**src/rtl/vsel_pkg.sv**
```systemverilog
package vsel_pkg;

    typedef enum logic [1:0] {
        ST_IDLE = 2'd0,
        ST_PICK = 2'd1,
        ST_RESP = 2'd2
    } vsel_state_e;

    typedef enum logic {
        KIND_FILL = 1'b0,
        KIND_LOCK = 1'b1
    } vsel_kind_e;

endpackage

```
**src/rtl/vsel_mask_bank.sv**
```systemverilog
module vsel_mask_bank #(
    parameter int WAYS  = 8,
    parameter int NREQ  = 5,
    parameter int SEL_W = 3
) (
    input  logic                   clk,
    input  logic                   rst_n,
    input  logic                   wr_en,
    input  logic [SEL_W-1:0]       wr_sel,
    input  logic [WAYS-1:0]        wr_mask,
    output logic                   wr_err,
    input  logic [SEL_W-1:0]       rd_sel,
    output logic [WAYS-1:0]        rd_mask,
    output logic [NREQ*WAYS-1:0]   masks_flat
);
    localparam logic [SEL_W:0] NREQ_L = (SEL_W+1)'(NREQ);

    logic [WAYS-1:0] mask_q [NREQ];
    logic            sel_ok;
    logic            mask_ok;
    logic            wr_ok;

    assign sel_ok  = {1'b0, wr_sel} < NREQ_L;
    assign mask_ok = ~(&wr_mask);
    assign wr_ok   = wr_en && sel_ok && mask_ok;

    for (genvar r = 0; r < NREQ; r++) begin : g_reg
        always_ff @(posedge clk or negedge rst_n) begin
            if (!rst_n) begin
                mask_q[r] <= '0;
            end else if (wr_ok && (wr_sel == SEL_W'(r))) begin
                mask_q[r] <= wr_mask;
            end
        end
        assign masks_flat[r*WAYS +: WAYS] = mask_q[r];
    end

    always_ff @(posedge clk or negedge rst_n) begin
        if (!rst_n) begin
            wr_err <= 1'b0;
        end else begin
            wr_err <= wr_en && !wr_ok;
        end
    end

    always_comb begin
        rd_mask = '1;
        for (int r = 0; r < NREQ; r++) begin
            if (rd_sel == SEL_W'(r)) begin
                rd_mask = mask_q[r];
            end
        end
    end
endmodule

```
**src/rtl/vsel_lowest.sv**
```systemverilog
module vsel_lowest #(
    parameter int N  = 8,
    parameter int IW = 3
) (
    input  logic [N-1:0]  vec,
    output logic          any,
    output logic [IW-1:0] idx
);
    always_comb begin
        any = |vec;
        idx = '0;
        for (int i = N - 1; i >= 0; i--) begin
            if (vec[i]) begin
                idx = IW'(i);
            end
        end
    end
endmodule

```
**src/rtl/vsel_pick.sv**
```systemverilog
module vsel_pick #(
    parameter int WAYS  = 8,
    parameter int WAY_W = 3
) (
    input  logic [WAYS-1:0]  part_mask,
    input  logic [WAYS-1:0]  lock_bits,
    input  logic [WAYS-1:0]  valid_bits,
    input  logic [WAYS-1:0]  dirty_bits,
    input  logic [WAYS-1:0]  use_bits,
    input  logic             is_lock,
    output logic             fail,
    output logic [WAY_W-1:0] way,
    output logic             writeback,
    output logic [WAYS-1:0]  use_clear,
    output logic             set_lock
);
    localparam int CNT_W = $clog2(WAYS + 1);

    logic [WAYS-1:0]  cand;
    logic [WAYS-1:0]  empty_ways;
    logic [WAYS-1:0]  cold_ways;
    logic [CNT_W-1:0] cand_cnt;
    logic             enough;
    logic             any_cand, any_empty, any_cold;
    logic [WAY_W-1:0] idx_cand, idx_empty, idx_cold;

    assign cand       = ~part_mask & ~lock_bits;
    assign empty_ways = cand & ~valid_bits;
    assign cold_ways  = cand & ~use_bits;
    assign cand_cnt   = CNT_W'($countones(cand));
    assign enough     = is_lock ? (cand_cnt >= CNT_W'(2)) : (cand_cnt >= CNT_W'(1));

    vsel_lowest #(.N(WAYS), .IW(WAY_W)) u_low_cand (
        .vec(cand), .any(any_cand), .idx(idx_cand)
    );
    vsel_lowest #(.N(WAYS), .IW(WAY_W)) u_low_empty (
        .vec(empty_ways), .any(any_empty), .idx(idx_empty)
    );
    vsel_lowest #(.N(WAYS), .IW(WAY_W)) u_low_cold (
        .vec(cold_ways), .any(any_cold), .idx(idx_cold)
    );

    always_comb begin
        fail      = 1'b0;
        way       = '0;
        writeback = 1'b0;
        use_clear = '0;
        set_lock  = 1'b0;
        if (!enough || !any_cand) begin
            fail = 1'b1;
        end else begin
            if (any_empty) begin
                way = idx_empty;
            end else if (any_cold) begin
                way = idx_cold;
            end else begin
                way       = idx_cand;
                use_clear = cand;
            end
            writeback = valid_bits[way] & dirty_bits[way];
            set_lock  = is_lock;
        end
    end
endmodule

```
**src/rtl/victim_select.sv**
```systemverilog
module victim_select
    import vsel_pkg::*;
#(
    parameter int NUM_CORES  = 4,
    parameter int WAYS       = 8,
    parameter int ADDR_W     = 40,
    parameter int SET_BITS   = 10,
    parameter int LINE_BYTES = 128,
    localparam int NREQ      = NUM_CORES + 1,
    localparam int REQ_W     = $clog2(NREQ + 1),
    localparam int WAY_W     = (WAYS > 1) ? $clog2(WAYS) : 1
) (
    input  logic                clk,
    input  logic                rst_n,
    input  logic                cfg_wr_en,
    input  logic [REQ_W-1:0]    cfg_wr_sel,
    input  logic [WAYS-1:0]     cfg_wr_mask,
    output logic                cfg_wr_err,
    input  logic                req_valid,
    output logic                req_ready,
    input  logic [REQ_W-1:0]    req_src,
    input  logic                req_kind,
    input  logic [ADDR_W-1:0]   req_addr,
    input  logic [WAYS-1:0]     tag_valid,
    input  logic [WAYS-1:0]     tag_dirty,
    input  logic [WAYS-1:0]     tag_lock,
    input  logic [WAYS-1:0]     tag_use,
    output logic                rsp_valid,
    output logic                rsp_fail,
    output logic [WAY_W-1:0]    rsp_way,
    output logic                rsp_writeback,
    output logic [WAYS-1:0]     rsp_use_clear,
    output logic                rsp_set_lock,
    output logic [SET_BITS-1:0] rsp_set
);
    localparam int LINE_SHIFT = $clog2(LINE_BYTES);

    vsel_state_e state, state_nx;

    logic [REQ_W-1:0]    cap_src;
    vsel_kind_e          cap_kind;
    logic [SET_BITS-1:0] cap_set;
    logic [WAYS-1:0]     cap_valid, cap_dirty, cap_lock, cap_use;
    logic [WAYS-1:0]     mask_q;
    logic [WAYS-1:0]     sel_mask;
    logic [NREQ*WAYS-1:0] masks_flat;

    logic                pk_fail, pk_wb, pk_set_lock;
    logic [WAY_W-1:0]    pk_way;
    logic [WAYS-1:0]     pk_clear;

    vsel_mask_bank #(.WAYS(WAYS), .NREQ(NREQ), .SEL_W(REQ_W)) u_bank (
        .clk        (clk),
        .rst_n      (rst_n),
        .wr_en      (cfg_wr_en),
        .wr_sel     (cfg_wr_sel),
        .wr_mask    (cfg_wr_mask),
        .wr_err     (cfg_wr_err),
        .rd_sel     (cap_src),
        .rd_mask    (sel_mask),
        .masks_flat (masks_flat)
    );

    vsel_pick #(.WAYS(WAYS), .WAY_W(WAY_W)) u_pick (
        .part_mask  (sel_mask),
        .lock_bits  (cap_lock),
        .valid_bits (cap_valid),
        .dirty_bits (cap_dirty),
        .use_bits   (cap_use),
        .is_lock    (cap_kind == KIND_LOCK),
        .fail       (pk_fail),
        .way        (pk_way),
        .writeback  (pk_wb),
        .use_clear  (pk_clear),
        .set_lock   (pk_set_lock)
    );

    // state register
    always_ff @(posedge clk or negedge rst_n) begin
        if (!rst_n) begin
            state <= ST_IDLE;
        end else begin
            state <= state_nx;
        end
    end

    // transitions: accept, decide, retire
    always_comb begin
        state_nx = state;
        unique case (state)
            ST_IDLE: if (req_valid) state_nx = ST_PICK;
            ST_PICK: state_nx = ST_RESP;
            ST_RESP: state_nx = ST_IDLE;
            default: state_nx = ST_IDLE;
        endcase
    end

    // request capture on accept
    always_ff @(posedge clk or negedge rst_n) begin
        if (!rst_n) begin
            cap_src   <= '0;
            cap_kind  <= KIND_FILL;
            cap_set   <= '0;
            cap_valid <= '0;
            cap_dirty <= '0;
            cap_lock  <= '0;
            cap_use   <= '0;
        end else if (state == ST_IDLE && req_valid) begin
            cap_src   <= req_src;
            cap_kind  <= vsel_kind_e'(req_kind);
            cap_set   <= req_addr[LINE_SHIFT +: SET_BITS];
            cap_valid <= tag_valid;
            cap_dirty <= tag_dirty;
            cap_lock  <= tag_lock;
            cap_use   <= tag_use;
        end
    end

    // output registers: load on decide, clear on retire
    always_ff @(posedge clk or negedge rst_n) begin
        if (!rst_n) begin
            rsp_fail      <= 1'b0;
            rsp_way       <= '0;
            rsp_writeback <= 1'b0;
            rsp_use_clear <= '0;
            rsp_set_lock  <= 1'b0;
            rsp_set       <= '0;
            mask_q        <= '0;
        end else begin
            unique case (state)
                ST_PICK: begin
                    rsp_fail      <= pk_fail;
                    rsp_way       <= pk_way;
                    rsp_writeback <= pk_wb;
                    rsp_use_clear <= pk_clear;
                    rsp_set_lock  <= pk_set_lock;
                    rsp_set       <= cap_set;
                    mask_q        <= sel_mask;
                end
                ST_RESP: begin
                    rsp_fail      <= 1'b0;
                    rsp_way       <= '0;
                    rsp_writeback <= 1'b0;
                    rsp_use_clear <= '0;
                    rsp_set_lock  <= 1'b0;
                end
                default: ;
            endcase
        end
    end

    assign rsp_valid = (state == ST_RESP);
    assign req_ready = (state == ST_IDLE);
endmodule

```
**config.mk**
```make
export PLATFORM = sky130hd
export DESIGN_NAME = victim_select
export DESIGN_NICKNAME = d
export VERILOG_FILES = /design/src/rtl/vsel_pkg.sv /design/src/rtl/vsel_mask_bank.sv /design/src/rtl/vsel_lowest.sv /design/src/rtl/vsel_pick.sv /design/src/rtl/victim_select.sv
export SDC_FILE = /design/constraint.sdc
export NUM_CORES = 1
export LEC_CHECK = 0
export ABC_AREA = 1
export BUFFER_PORTS_ARGS = -buffer_cell sky130_fd_sc_hd__buf_2
export CORE_MARGIN = 1.5
export CORE_UTILIZATION = 55
export CTS_CLUSTER_DIAMETER = 200
export CTS_CLUSTER_SIZE = 8
export DETAILED_ROUTE_END_ITERATION = 10
export GPL_TIMING_DRIVEN = 0
export PLACE_DENSITY_LB_ADDON = 0.25
export SLEW_MARGIN = 30
export SYNTH_ARGS = -nofsm -noshare
export SYNTH_HDL_FRONTEND = slang
export SYNTH_SLANG_ARGS = --single-unit
```
**constraint.sdc**
```tcl
create_clock -name clk -period 4.4 [get_ports clk]
set_input_delay 0.66 -clock clk [delete_from_list [all_inputs] [get_ports clk]]
set_output_delay 0.66 -clock clk [all_outputs]
set_load 0.05 [all_outputs]
```
==> flow_summary.ini <==
[outcome]
run_status = complete, no violations

[yosys]
synth.largest_area_cell = dfrtp_1
synth_edf_count = 0
ys_top_cells_by_area = dfrtp_1 51%, nand2_1 9.1%, mux2_2 6.4%, inv_1 5.2%, nor2_1 4.2%
synth_top_cells_by_count = 136 x nand2_1, 113 x dfrtp_1, 78 x inv_1
synth_xor_area_share_pct = 0
netlist.area_leader.share_pct = 50.6
synthAdderAreaFrac_pct = 4.79
synth_top_family_by_area = simple AND/OR/NAND/NOR gates
syn_inst = 633
synth-simple-area-share_pct = 22.0
async_reset_ff_share_pct = 100
syn_area_per_cell_um2 = 8.83
syn-num-nets = 743
synth.mux.area_fraction_pct = 6.45
yosysSeqAreaShare_pct = 50.6
synth_warnings = 0
synth_compound_area_share_pct = 9.07
ys_types = 35
synth_ff_type = dfrtp_1
syn_area_um2 = 5590
ys_ff_latch = 113
synth.most_common_cell = nand2_1

[power]
switching_power_mw = 2.57
p_leak_nw = 3.68
power_frac_clock_pct = 23.0
pwr-share-seq_pct = 28.1
p_comb_share_pct = 49.0
internal-power_mw = 3.20
switching_share_pct = 44.5
ir_worst_vdd_mv = 0.604
p_total_mw = 5.76
power_density_nw_per_um2 = 836

[clock_tree]
cts_root_buf = clkbuf_8
cts_buffer_depth = 2
insertion_delay_ps = 520
numCtsBuffers = 17
numClockSinks = 113
cts_tree = yes
htree_levels = 4
clk_pin_slew_ps = 60

[detailed_routing]
met3_wirelength_um = 703
wl_per_cell_um = 15.1
viasPerCell = 5.26
drcViolationCount = 0
drt-initial-drc-count = 371
dr_wl_met2_mm = 6.52
wl_met1_mm = 6.05
ant_nets = 0
vias = 4688
dr.max_layer_used = met4
first_pass_iters = 5
wl_mm = 13.4

[die]
initial_utilization_pct = 56.9
io_pins = 118
die_w_um = 104
die_h_um = 104
num_rows = 36
die_area_um2 = 10800
coreArea_um2 = 9820

[timing]
setup_viol = 0
setup_ws_ps = 203
hold_viol = 0
fin_crit_sh_pct = 95.4
finalMaxSlewViolations = 0
fin_skew_ps = 5.14
min_period_ps = 4200
holdWs_ps = 102
worst_slew_pin_slew_ps = 580
fmax_mhz = 238
slew_headroom_pct = 61.3

[worst_setup_path]
critical_path_arrival_ps = 4610
worstSetupEndpointType = register
crit_fanout = 7
critPathLaunchType = register
worstPathRequired_ps = 4810
crit_type = register to register

[layout]
fillers = 775
fin_nets = 856
syn2layout_area_growth_pct = 23.3
final_cell_area_um2 = 6890
drive_above_1_share_pct = 27.0
antenna_cells = 0

[flow_run]
cap_violations = 0

[grt]
grt_use_total_pct = 26.7
grt_overflow = 0
grt_first_pass_wirelength_mm = 22.6
grt_pass1_vias = 4708
antenna_found_initial = 0
grt_max_degree = 60

[placement]
io_buffers = 87
gp_congestion = 0.883
place_hpwl_mm = 9.70
placed_area_um2 = 6220
dpl_worst_slack_ps = -111

[worst_hold_path]
hold_class = input port to async pin
==> routing by layer <==
metal	global-route usage, %	vias up
met4	8.93	0
li1	-	2257
met3	5.48	17
met2	42.6	136
met5	0	-
met1	36.5	2278
==> placed cells by master (no fill, tap or decap), types with 28 or more instances in the layout <==
master	count
a21oi_1	29
buf_2	88
dfrtp_1	112
inv_1	76
mux2_2	32
nand2_1	134
nand3_1	28
nor2_1	62
o21ai_0	39
==> registers in the layout, indices dropped and copies added (netlist names) <==
| name | flops |
|---|---|
| cap_valid | 8 |
| cap_lock | 8 |
| rsp_writeback | 1 |
| u_bank.masks_flat | 40 |
| rsp_set | 10 |
| cap_kind | 1 |
| rsp_set_lock | 1 |
| cap_set | 10 |
| rsp_way | 3 |
| rsp_use_clear | 8 |
| cap_dirty | 8 |
| rsp_fail | 1 |
| cap_src | 3 |
| state | 2 |
| u_bank.wr_err | 1 |
| cap_use | 8 |
==> final cells by class <==
class | count | area (um^2) | area share, %
buffer | 17 | 80.1 | 1.16
clock buffer | 17 | 414 | 6.01
clock inverter | 15 | 159 | 2.31
inverter | 86 | 323 | 4.68
multi-input combinational | 417 | 2400 | 34.9
sequential | 113 | 2830 | 41.0
tap | 133 | 166 | 2.41
timing repair buffer | 94 | 515 | 7.48
==> cell families after synthesis <==
kind of cell,count (synthesis)
compound gates,93
fa+ha+maj,19
buf+inv,103
flops,113
mux,32
simple gates,273
==> path summary, 6_finish.rpt <==
kind / from / endpoint / slack [ps] / depth (start not counted)
setup / recovery: cap_src[1]$_DFFE_PN0P_ / rsp_writeback$_DFFE_PN0P_ / 200 / 20
hold / removal: rst_n / u_bank.masks_flat[0]$_DFFE_PN0P_ / 100 / 1
setup reg to reg: cap_src[1]$_DFFE_PN0P_ / rsp_writeback$_DFFE_PN0P_ / 200 / 20
hold reg to reg: rsp_way[2]$_DFFE_PN0P_ / rsp_way[2]$_DFFE_PN0P_ / 480 / 1
max in group asynchronous: rst_n / cap_src[1]$_DFFE_PN0P_ / 3630 / 2
min in group clk: req_src[1] / cap_src[1]$_DFFE_PN0P_ / 360 / 2
==> worst max-delay path, stage by stage, from the launching register on <==
cell and delay, ps:
dfrtp_2 510, nor3_4 350, buf_6 160, nand2_1 40
nand2_1 80, inv_1 60, nand2_2 140, inv_2 80
ha_1 280, inv_1 50, fa_1 370, inv_1 90
fa_1 420, ha_2 200, fa_1 360, a2111o_1 370
nand2_2 110, nor3_4 50, and2_1 190, nand3_1 80
nand3_1 70
==> per-stage QoR <==
stage,instances,setup TNS [ps],utilization [%]
after floorplan,633,0,-
after global placement,853,-9.19,63.0
after detailed placement,854,-504,63.4
after CTS,886,0,69.3
after global routing,892,-15.9,70.2
final,892,0,70.2
==> power groups by stage <==
stage	Sequential [mW]	Combinational [mW]	Clock, mW
after floorplan	1.85	1.78	0
after global placement	1.60	2.57	0
after detailed placement	1.63	2.67	0
after CTS	1.61	2.70	1.33
after global routing	1.66	3.15	1.38
final	1.62	2.82	1.32
==> repair_timing <==
action,in CTS,in global routing
endpoints found under the setup margin,8,13
hold buffers,0,0
buffers inserted,0,5
resized for setup,2,17
gates cloned,0,1
pin swaps,1,4
No activity file was read; power rests on OpenSTA's default activity.
